<file path="src/rtl/i2c_idx_pkg.sv">
package i2c_idx_pkg;
  typedef enum logic [2:0] {S_IDLE, S_RX, S_ACK, S_TX, S_MACK} state_e;
  typedef enum logic [1:0] {P_ADDR, P_INDEX, P_COUNT, P_DATA} phase_e;
endpackage

</file>
<file path="src/rtl/i2c_idx_sync.sv">
module i2c_idx_sync #(
  parameter int SYNC_STAGES = 2
) (
  input  logic clk_i,
  input  logic rst_ni,
  input  logic scl_i,
  input  logic sda_i,
  output logic scl_o,
  output logic sda_o,
  output logic scl_rise_o,
  output logic scl_fall_o,
  output logic start_o,
  output logic stop_o
);
  localparam int W = SYNC_STAGES + 1;

  logic [W-1:0] scl_sh, sda_sh;
  logic scl_q, sda_q;

  always_ff @(posedge clk_i or negedge rst_ni) begin
    if (!rst_ni) begin
      scl_sh <= '1;
      sda_sh <= '1;
    end else begin
      scl_sh <= {scl_sh[W-2:0], scl_i};
      sda_sh <= {sda_sh[W-2:0], sda_i};
    end
  end

  assign scl_o = scl_sh[SYNC_STAGES-1];
  assign sda_o = sda_sh[SYNC_STAGES-1];
  assign scl_q = scl_sh[SYNC_STAGES];
  assign sda_q = sda_sh[SYNC_STAGES];

  assign scl_rise_o = scl_o & ~scl_q;
  assign scl_fall_o = ~scl_o & scl_q;
  assign start_o    = scl_o & scl_q & sda_q & ~sda_o;
  assign stop_o     = scl_o & scl_q & ~sda_q & sda_o;
endmodule

</file>
<file path="src/rtl/i2c_idx_fsm.sv">
module i2c_idx_fsm
  import i2c_idx_pkg::*;
#(
  parameter logic [6:0] ADDR7 = 7'h69,
  parameter int AW = 5,
  parameter int DW = 8
) (
  input  logic          clk_i,
  input  logic          rst_ni,
  input  logic          scl_s_i,
  input  logic          sda_s_i,
  input  logic          scl_rise_i,
  input  logic          scl_fall_i,
  input  logic          start_i,
  input  logic          stop_i,
  input  logic [DW-1:0] rdata_i,
  input  logic [DW-1:0] cnt_i,
  output logic          we_o,
  output logic [AW-1:0] waddr_o,
  output logic [DW-1:0] wdata_o,
  output logic [AW-1:0] raddr_o,
  output logic          sda_oe_o
);
  state_e        state;
  phase_e        phase;
  logic [DW-1:0] sh;
  logic [3:0]    bit_cnt;
  logic [AW-1:0] idx;
  logic [DW-1:0] rem;
  logic          is_read;
  logic          oe_q;
  logic          byte_done;

  assign byte_done = (state == S_RX) && scl_fall_i && (bit_cnt == 4'd8);
  assign we_o      = byte_done && (phase == P_DATA) && (rem != '0);
  assign waddr_o   = idx;
  assign wdata_o   = sh;
  assign raddr_o   = idx;
  assign sda_oe_o  = oe_q;

  always_ff @(posedge clk_i or negedge rst_ni) begin
    if (!rst_ni) begin
      state   <= S_IDLE;
      phase   <= P_ADDR;
      sh      <= '0;
      bit_cnt <= '0;
      idx     <= '0;
      rem     <= '0;
      is_read <= 1'b0;
      oe_q    <= 1'b0;
    end else if (start_i) begin
      state   <= S_RX;
      phase   <= P_ADDR;
      bit_cnt <= '0;
      is_read <= 1'b0;
      oe_q    <= 1'b0;
    end else if (stop_i) begin
      state <= S_IDLE;
      oe_q  <= 1'b0;
    end else begin
      unique case (state)
        S_IDLE: ;
        S_RX: begin
          if (scl_rise_i && bit_cnt != 4'd8) begin
            sh      <= {sh[DW-2:0], sda_s_i};
            bit_cnt <= bit_cnt + 4'd1;
          end
          if (byte_done) begin
            unique case (phase)
              P_ADDR: begin
                if (sh == {ADDR7, 1'b0}) begin
                  oe_q <= 1'b1; state <= S_ACK; phase <= P_INDEX; is_read <= 1'b0;
                end else if (sh == {ADDR7, 1'b1}) begin
                  oe_q <= 1'b1; state <= S_ACK; is_read <= 1'b1;
                end else begin
                  state <= S_IDLE;
                end
              end
              P_INDEX: begin
                idx <= sh[AW-1:0];
                oe_q <= 1'b1; state <= S_ACK; phase <= P_COUNT;
              end
              P_COUNT: begin
                rem <= sh;
                oe_q <= 1'b1; state <= S_ACK; phase <= P_DATA;
              end
              P_DATA: begin
                if (rem != '0) begin
                  rem  <= rem - 1'b1;
                  idx  <= idx + 1'b1;
                  oe_q <= 1'b1;
                  state <= S_ACK;
                end else begin
                  state <= S_IDLE;  // count exhausted: refuse
                end
              end
              default: state <= S_IDLE;
            endcase
          end
        end
        S_ACK: begin
          if (scl_fall_i) begin
            bit_cnt <= '0;
            if (is_read) begin
              sh    <= cnt_i;  // count byte leads every read
              oe_q  <= ~cnt_i[DW-1];
              state <= S_TX;
            end else begin
              oe_q  <= 1'b0;
              state <= S_RX;
            end
          end
        end
        S_TX: begin
          if (scl_rise_i) bit_cnt <= bit_cnt + 4'd1;
          if (scl_fall_i) begin
            if (bit_cnt == 4'd8) begin
              oe_q  <= 1'b0;
              state <= S_MACK;
            end else begin
              sh   <= {sh[DW-2:0], 1'b0};
              oe_q <= ~sh[DW-2];
            end
          end
        end
        S_MACK: begin
          if (scl_rise_i && sda_s_i) begin
            state <= S_IDLE;  // host NACK
          end else if (scl_fall_i) begin
            sh      <= rdata_i;
            oe_q    <= ~rdata_i[DW-1];
            idx     <= idx + 1'b1;
            bit_cnt <= '0;
            state   <= S_TX;
          end
        end
        default: state <= S_IDLE;
      endcase
    end
  end

  p_start_to_addr_r8: assert property (@(posedge clk_i) disable iff (!rst_ni)
    start_i |=> (state == S_RX && phase == P_ADDR && bit_cnt == 4'd0 && !oe_q));

  p_idle_quiet_r1: assert property (@(posedge clk_i) disable iff (!rst_ni)
    (state == S_IDLE) |-> !sda_oe_o);

  p_oe_scl_low_r9: assert property (@(posedge clk_i) disable iff (!rst_ni)
    (!$stable(sda_oe_o) && !$past(start_i) && !$past(stop_i)) |-> !scl_s_i);

  p_idx_inc_r5: assert property (@(posedge clk_i) disable iff (!rst_ni)
    we_o |=> (waddr_o == $past(waddr_o) + 1'b1));

  p_write_needs_ack_r2: assert property (@(posedge clk_i) disable iff (!rst_ni)
    we_o |=> sda_oe_o);
endmodule

</file>
<file path="src/rtl/i2c_idx_regfile.sv">
module i2c_idx_regfile #(
  parameter int         NREG      = 32,
  parameter int         DW        = 8,
  parameter int         CNT_IDX   = 8,
  parameter logic [7:0] CNT_RST   = 8'd8,
  parameter int         PART_IDX  = 18,
  parameter logic [7:0] PART_MASK = 8'hFC,
  parameter int         RSVD_LO   = 20,
  parameter int         RSVD_HI   = 23,
  localparam int        AW        = $clog2(NREG)
) (
  input  logic             clk_i,
  input  logic             rst_ni,
  input  logic             we_i,
  input  logic [AW-1:0]    waddr_i,
  input  logic [DW-1:0]    wdata_i,
  input  logic [AW-1:0]    raddr_i,
  output logic [DW-1:0]    rdata_o,
  output logic [DW-1:0]    cnt_o,
  output logic [NREG*DW-1:0] regs_o
);
  logic [DW-1:0] mem [NREG];

  function automatic logic [DW-1:0] wmask(int i);
    if (i >= RSVD_LO && i <= RSVD_HI) return '0;
    if (i == PART_IDX) return DW'(PART_MASK);
    return '1;
  endfunction

  for (genvar i = 0; i < NREG; i++) begin : g_reg
    localparam logic [DW-1:0] MASK = wmask(i);
    localparam logic [DW-1:0] RSTV = (i == CNT_IDX) ? (DW'(CNT_RST) & MASK) : '0;

    always_ff @(posedge clk_i or negedge rst_ni) begin
      if (!rst_ni)                                 mem[i] <= RSTV;
      else if (we_i && waddr_i == AW'(i))          mem[i] <= wdata_i & MASK;
    end

    assign regs_o[i*DW +: DW] = mem[i];

    p_masked_store_r6: assert property (@(posedge clk_i) disable iff (!rst_ni)
      (we_i && waddr_i == AW'(i)) |=> (mem[i] == ($past(wdata_i) & MASK)));
  end

  assign rdata_o = mem[raddr_i];
  assign cnt_o   = mem[CNT_IDX];
endmodule

</file>
<file path="src/rtl/i2c_idx_slave.sv">
module i2c_idx_slave #(
  parameter logic [6:0] ADDR7       = 7'h69,
  parameter int         NREG        = 32,
  parameter int         CNT_IDX     = 8,
  parameter logic [7:0] CNT_RST     = 8'd8,
  parameter int         SYNC_STAGES = 2,
  localparam int        DW          = 8,
  localparam int        AW          = $clog2(NREG)
) (
  input  logic               clk_i,
  input  logic               rst_ni,
  input  logic               scl_i,
  input  logic               sda_i,
  output logic               sda_oe_o,
  output logic [NREG*DW-1:0] regs_o
);
  logic scl_s, sda_s, scl_rise, scl_fall, start, stop;
  logic we;
  logic [AW-1:0] waddr, raddr;
  logic [DW-1:0] wdata, rdata, cnt;

  i2c_idx_sync #(.SYNC_STAGES(SYNC_STAGES)) u_sync (
    .clk_i, .rst_ni, .scl_i, .sda_i,
    .scl_o(scl_s), .sda_o(sda_s), .scl_rise_o(scl_rise), .scl_fall_o(scl_fall),
    .start_o(start), .stop_o(stop)
  );

  i2c_idx_fsm #(.ADDR7(ADDR7), .AW(AW), .DW(DW)) u_fsm (
    .clk_i, .rst_ni,
    .scl_s_i(scl_s), .sda_s_i(sda_s), .scl_rise_i(scl_rise), .scl_fall_i(scl_fall),
    .start_i(start), .stop_i(stop), .rdata_i(rdata), .cnt_i(cnt),
    .we_o(we), .waddr_o(waddr), .wdata_o(wdata), .raddr_o(raddr), .sda_oe_o
  );

  i2c_idx_regfile #(.NREG(NREG), .DW(DW), .CNT_IDX(CNT_IDX), .CNT_RST(CNT_RST)) u_regs (
    .clk_i, .rst_ni, .we_i(we), .waddr_i(waddr), .wdata_i(wdata), .raddr_i(raddr),
    .rdata_o(rdata), .cnt_o(cnt), .regs_o
  );
endmodule

</file>
<file path="config.mk">
export PLATFORM = sky130hd
export DESIGN_NAME = i2c_idx_slave
export DESIGN_NICKNAME = d
export VERILOG_FILES = /design/src/rtl/i2c_idx_pkg.sv /design/src/rtl/i2c_idx_sync.sv /design/src/rtl/i2c_idx_fsm.sv /design/src/rtl/i2c_idx_regfile.sv /design/src/rtl/i2c_idx_slave.sv
export SDC_FILE = /design/constraint.sdc
export NUM_CORES = 1
export LEC_CHECK = 0
export ABC_AREA = 1
export CAP_MARGIN = 20
export CORE_MARGIN = 2
export CORE_UTILIZATION = 36
export DETAILED_ROUTE_END_ITERATION = 10
export DONT_BUFFER_PORTS = 1
export PLACE_DENSITY_LB_ADDON = 0.2
export SLEW_MARGIN = 25
export SYNTH_ARGS = -nofsm -noshare
export SYNTH_HDL_FRONTEND = slang
export SYNTH_SLANG_ARGS = --single-unit
</file>
<file path="constraint.sdc">
create_clock -name clk_i -period 4.2 [get_ports clk_i]
set_input_delay 0 -clock clk_i [delete_from_list [all_inputs] [get_ports clk_i]]
set_output_delay 0 -clock clk_i [all_outputs]
set_load 0.05 [all_outputs]
</file>
==> impl_metrics.toml, run 1 <==
[run_status]
outcome = "finished, violations left"
violations = "negative hold slack"

[cells_and_area]
drive_gt1_share_pct = 7.73
fin_nets = 1703
layout_common_cells = "nand2_1, dfrtp_1, o21ai_0, inv_1, nor2_1"
final_common_cell = "nand2_1"
area_growth_pct = 9.69

[synthesis]
netlist_area_sq_um = 13400
async_flop_share_pct = 100
synth_area_per_cell_sq_um = 7.77
yosys.area.top_type_share_pct = 47.3
synth_seq_area_share_pct = 48.6
synth_seq_cells = 260
synth_edf_count = 0
ys.flop_type = "dfrtp_1"
netlist_instances = 1723
synth_top_cell_by_area = "dfrtp_1"
netlist_top_cells_area = "dfrtp_1, nand2_1, o21ai_0, inv_1, a21oi_1"
yosysUniqueCellTypes = 38
ys_warn_count = 0

[placed_design]
gp_congestion = 0.869
dp_hpwl_um = 34200
portBuffers = 0
place_ws_ns = 1.60

[setup_path]
critPathBufInv = 0
path_delay_family = "simple AND/OR/NAND/NOR gates"
endpoint_kind = "register"
critPathRequiredTime_ns = 4.62
cp_max_fo = 17
crit_type = "register to register"
cp_data_arrival_time_ns = 3.09
cp_slowest_cell = "ha_1"
path_cells = "ha_1, nand2_1, nor2_8, nand2_2, nor2_2, o21ai_0"
cp-start-kind = "register"
max_stage_delay_ns = 0.58

[die]
dieArea_sq_um = 38800
initial_utilization_pct = 36.6
rows = 70
die_x_um = 197
die_h_um = 197
core_area_sq_um = 36600
pin_count = 261

[clock_tree]
path_clk_slew_ns = 0.06
h-tree-depth = 1
cts_buffers = 30
post_cts_buffers = 0
clock_path_buffers = 3
cts-root-buf = "clkbuf_16"
cts_sinks = 260
clk_latency_ns = 0.57
cts-resized-gates = 0
cts_tree = "built"
cts_hold_buf = 4

[sta]
rsz0062_at_grt = "false"
clock_skew_ns = 0.0106
fin_crit_ns = 2.67
finalHoldWorstSlack_ns = -0.852
fin_crit_sh_pct = 63.7
setup_ws_ns = 1.53
maxSlewHeadroom_pct = 25.0
setup_violations = 0
fmax_ghz = 0.374
worstMarginPinSlew_ns = 1.12
setup_tns_ns = 0
slew_violations = 0
hold_viol = 260

[pwr]
pwr_density_cell_nw_per_um2 = 533
ir_worst_vdd_mv = 0.298
p_leak_uw = 0.00669

[job]
maxCapViolCount = 0

[detailed_routing]
ant_nets = 0
wl_per_cell_um = 23.1
drt_iter0_drc = 1061
viasPerCell = 5.37
wirelength_um = 50300
via_count = 11680
drc = 0
dr.pass1.iters = 5

[global_route]
grt_max_degree = 261
grtUsageTotal_pct = 25.7
antenna_found_initial = 1
grt_pass1_vias = 11087
overflow = 0
grt_pass1_wl_um = 74200

[min_path]
min_path_type = "primary input to asynchronous set/reset pin"
## cell usage after synthesis, types with 5 or more instances
cell type / instances
o211ai_1: 35
nor3_2: 16
xor2_1: 5
dfrtp_1: 253
nor2_1: 141
a21oi_1: 115
inv_2: 6
nand4_1: 7
nand3_1: 57
nand2_1: 464
ha_1: 14
nor2_4: 5
nor2_2: 15
buf_1: 9
o21ai_1: 16
buf_2: 15
clkbuf_1: 62
buf_4: 40
inv_1: 159
dfstp_2: 7
o21ai_0: 242
o22ai_1: 13
## report_power, final
| group | leakage [uW] | switching [uW] | internal, uW | total [uW] |
|---|---|---|---|---|
| clock | 0.000515 | 1090 | 1710 | 2800 |
| combinational | 0.00260 | 1830 | 461 | 2290 |
| sequential | 0.00358 | 141 | 2600 | 2740 |
## registers in the layout (all words and copies together), names as in the netlist, 4 cells and up
signal,cells
u_regs.regs_o,214
u_fsm.wdata_o,8
u_fsm.rem,8
u_regs.cnt_o,8
u_fsm.bit_cnt,4
u_fsm.raddr_o,5
## per-layer routing
metal / global-route usage [%] / vias up / wire length [um]
met4: 8.05 / 0 / 1570
met2: 39.4 / 566 / 22300
met1: 34.4 / 5596 / 20900
li1: - / 5431 / -
met5: 0 / - / 0
met3: 8.56 / 87 / 5580
## layout make-up
class	count	area, sq um
multi-input combinational	1200	5710
fill	3797	21900
sequential	260	6520
timing repair buffer	25	198
tap	468	586
clock inverter	8	140
inverter	168	631
antenna	1	2.50
clock buffer	47	906
## path summary, 6_finish.rpt
path,start,endpoint,slack (ns),depth (start not counted)
worst max-delay path,u_fsm.phase[0]$_DFFE_PN0P_,u_regs.regs_o[208]$_DFFE_PN0P_,1.53,6
worst min register to register,u_sync.scl_sh[0]$_DFF_PN1_,u_sync.scl_sh[1]$_DFF_PN1_,0.36,0
max in group asynchronous,rst_ni,u_fsm.raddr_o[0]$_DFFE_PN0P_,4.07,0
worst max register to register,u_fsm.phase[0]$_DFFE_PN0P_,u_regs.regs_o[208]$_DFFE_PN0P_,1.53,6
min in group clk_i,u_sync.scl_sh[0]$_DFF_PN1_,u_sync.scl_sh[1]$_DFF_PN1_,0.36,0
worst min-delay path,rst_ni,u_regs.regs_o[196]$_DFFE_PN0P_,-0.85,0
## logic make-up (layout without fill, tap and decap cells)
| kind of cell | Yosys count | in the layout | synth area share, % |
|---|---|---|---|
| buffers and inverters | 296 | 248 | 9.67 |
| AOI/OAI and AO/OA | 426 | 426 | 16.8 |
| other | 1 | 35 | 0.0280 |
| xor gates and xnor gates | 5 | 5 | 0.327 |
| and+or+nand+nor | 721 | 721 | 23.2 |
| DFF | 260 | 260 | 48.6 |
| adders and majority gates | 14 | 14 | 1.31 |
## worst register-to-register path, cell delays in order, from the launching register on
cell and delay (ns):
dfrtp_1 0.41, ha_1 0.58, nand2_1 0.28, nor2_8 0.26, nand2_2 0.30, nor2_2 0.54
o21ai_0 0.17
## through the flow
| stage | hold WS, ns | power (uW) | utilization, % | std cells | cell area [sq um] |
|---|---|---|---|---|---|
| floorplan | -0.296 | 4080 | - | 1756 | 13500 |
| detailed placement | -0.276 | 5000 | 37.1 | 2117 | 13600 |
| CTS | -0.877 | 7810 | 40.1 | 2176 | 14700 |
| global route | -0.867 | 8110 | 40.1 | 2176 | 14700 |
| global placement | -0.275 | 5000 | 37.1 | 2117 | 13600 |
| finish | -0.852 | 7830 | 40.1 | 2177 | 14700 |
No activity file was read; power rests on OpenSTA's default activity.
==> run 2, diff against run 1 <==
Clock period 4.2 ns to 2.6 ns, I/O delays scaled along.
==> run 2 against run 1 <==
  * The run still ends with negative hold slack left
  * Clock-buffer cell count fell by 2
  * Combinational power up 71%
  * Worst setup slack lost 1.3 ns
  * Maximum frequency rose by 14%
  * Total power grew 61%
  * Die area unchanged
  * Critical path depth increased by 4
  * Sequential cell count is the same
  * Largest cell class unchanged
  * Largest power group is now sequential cells
==> impl_metrics.toml, run 2 (synthesis gave the netlist of run 1 again) <==
[global_route]
grt_pass1_vias = 11557
grt_pass1_wl_um = 75200
grt_max_degree = 261
grtUsageTotal_pct = 26.1
antenna_found_initial = 1
overflow = 0

[cells_and_area]
fillers = 3798
layout_common_cells = "nand2_1, dfrtp_1, o21ai_0, inv_1, nor2_1"
drive_gt1_share_pct = 10.5
diodes = 0
fin_nets = 1759
largest_reg_flops = 214
final_core_util_pct = 41.3
area_growth_pct = 12.9
final_common_cell = "nand2_1"

[sta]
hold_viol = 260
rsz0062_at_grt = "false"
clock_skew_ns = 0.0160
setup_violations = 0
worstMarginPinSlew_ns = 0.841
maxSlewHeadroom_pct = 43.9
finalHoldWorstSlack_ns = -0.862
slew_violations = 0
fin_crit_ns = 2.34
fin_crit_sh_pct = 89.8
setup_tns_ns = 0
fmax_ghz = 0.428

[clock_tree]
clock_path_buffers = 3
h-tree-depth = 1
cts_sinks = 260
cts-root-buf = "clkbuf_16"
path_clk_slew_ns = 0.07
cts_tree = "built"
cts_hold_buf = 4
cts_buffers = 31
clk_latency_ns = 0.58

[detailed_routing]
drt_iter0_drc = 1063
wl_per_cell_um = 22.7
dr.pass1.iters = 6
ant_nets = 0
wirelength_um = 50500
drc = 0
viasPerCell = 5.38
via_count = 11998

[placed_design]
portBuffers = 0
dp_hpwl_um = 35000
gp_congestion = 0.911

[setup_path]
rr_worst_depth = 10
critPathRequiredTime_ns = 3.10
cp_data_arrival_time_ns = 2.83
crit_cells = 10
cp_slowest_cell = "nor2_2"
path_delay_family = "simple AND/OR/NAND/NOR gates"
crit_type = "register to register"
cp-start-kind = "register"
endpoint_kind = "register"
path_cells = "inv_1, ha_1, nand2_1, nor2_1, nand3_4, nor2_8, nand2_2, nor2_2, nor2_1, a21oi_1"
max_stage_delay_ns = 0.46
cp_common_cell = "nor2_1"
cp_max_fo = 11
critPathBufInv = 1

[run_status]
violations = "negative hold slack"
outcome = "finished, violations left"

[die]
rows = 70
initial_utilization_pct = 36.6
pin_count = 261
die_x_um = 197
core_area_sq_um = 36600
die_h_um = 197
dieArea_sq_um = 38800

[pwr]
ir_worst_vdd_mv = 0.586
p_leak_uw = 0.00699
pwr_density_cell_nw_per_um2 = 836

[min_path]
min_path_type = "primary input to asynchronous set/reset pin"

[job]
maxCapViolCount = 0
## run 2: changes by cell type in the layout (fill, tap and decap cells not counted)
cell,before,now
inv_1,157,158
buf_12,0,7
clkinv_2,4,7
bufinv_16,4,2
dfrtp_1,250,251
inv_2,8,7
clkbuf_8,7,6
clkbuf_1,9,8
buf_4,21,69
dfrtp_2,2,1
diode_2,1,0
## run 2: worst reg2reg max path: stages (launching register included)
cell	delay, ns
dfrtp_1	0.39
inv_1	0.10
ha_1	0.17
nand2_1	0.05
nor2_1	0.25
nand3_4	0.18
nor2_8	0.17
nand2_2	0.27
nor2_2	0.47
nor2_1	0.08
a21oi_1	0.13
## run 2: power by group
group,internal [uW],switching [uW],total [uW]
logic,896,3030,3920
clock network,2540,1760,4300
registers,4190,223,4420
total,7620,5010,12600
## run 2: layer usage
metal / vias up / part of all wire, % / GRT usage (%)
met4: 2 / 3.6 / 8.86
li1: 5538 / - / -
met1: 5796 / 41 / 35.2
met5: - / 0.026 / 0
met3: 106 / 11 / 7.63
met2: 556 / 44 / 40.1
## run 2: stage by stage
step / setup WS, ns / hold WS (ns) / area [sq um] / std cells / power [uW]
2_1_floorplan: 0.567 / -0.296 / 13500 / 1756 / 6600
3_3_place_gp: 0.329 / -0.275 / 14100 / 2172 / 8260
3_5_place_dp: 0.304 / -0.277 / 14100 / 2172 / 8300
4_1_cts: 0.284 / -0.883 / 15100 / 2230 / 12600
5_1_grt: 0.0673 / -0.882 / 15100 / 2230 / 13100
6_report: 0.264 / -0.862 / 15100 / 2230 / 12600
## run 2: final timing paths
kind	slack, ns	from	endpoint
min in group clk_i	0.36	u_sync.sda_sh[0]$_DFF_PN1_	u_sync.sda_sh[1]$_DFF_PN1_
hold / removal	-0.86	rst_ni	u_fsm.rem[3]$_DFFE_PN0P_
hold reg to reg	0.36	u_sync.sda_sh[0]$_DFF_PN1_	u_sync.sda_sh[1]$_DFF_PN1_
setup / recovery	0.26	u_fsm.bit_cnt[0]$_DFFE_PN0P_	u_regs.regs_o[158]$_DFFE_PN0P_
max in group asynchronous	2.78	rst_ni	u_fsm.state[2]$_DFFE_PN0P_
setup reg to reg	0.26	u_fsm.bit_cnt[0]$_DFFE_PN0P_	u_regs.regs_o[158]$_DFFE_PN0P_
## run 2: what timing repair did
item                      4_1_cts  5_1_grt
gates resized for setup         0        0
hold endpoints to repair      262      260
setup buffers                   0        0
## run 2: area by class of cell
class / count / area (sq um) / share of cell area (%)
Sequential cell: 260 / 6520 / 43.1
Inverter: 168 / 631 / 4.17
Timing Repair Buffer: 80 / 698 / 4.62
Clock buffer: 45 / 888 / 5.87
Multi-Input combinational cell: 1200 / 5710 / 37.7
Clock inverter: 9 / 95.1 / 0.629
Tap cell: 468 / 586 / 3.87
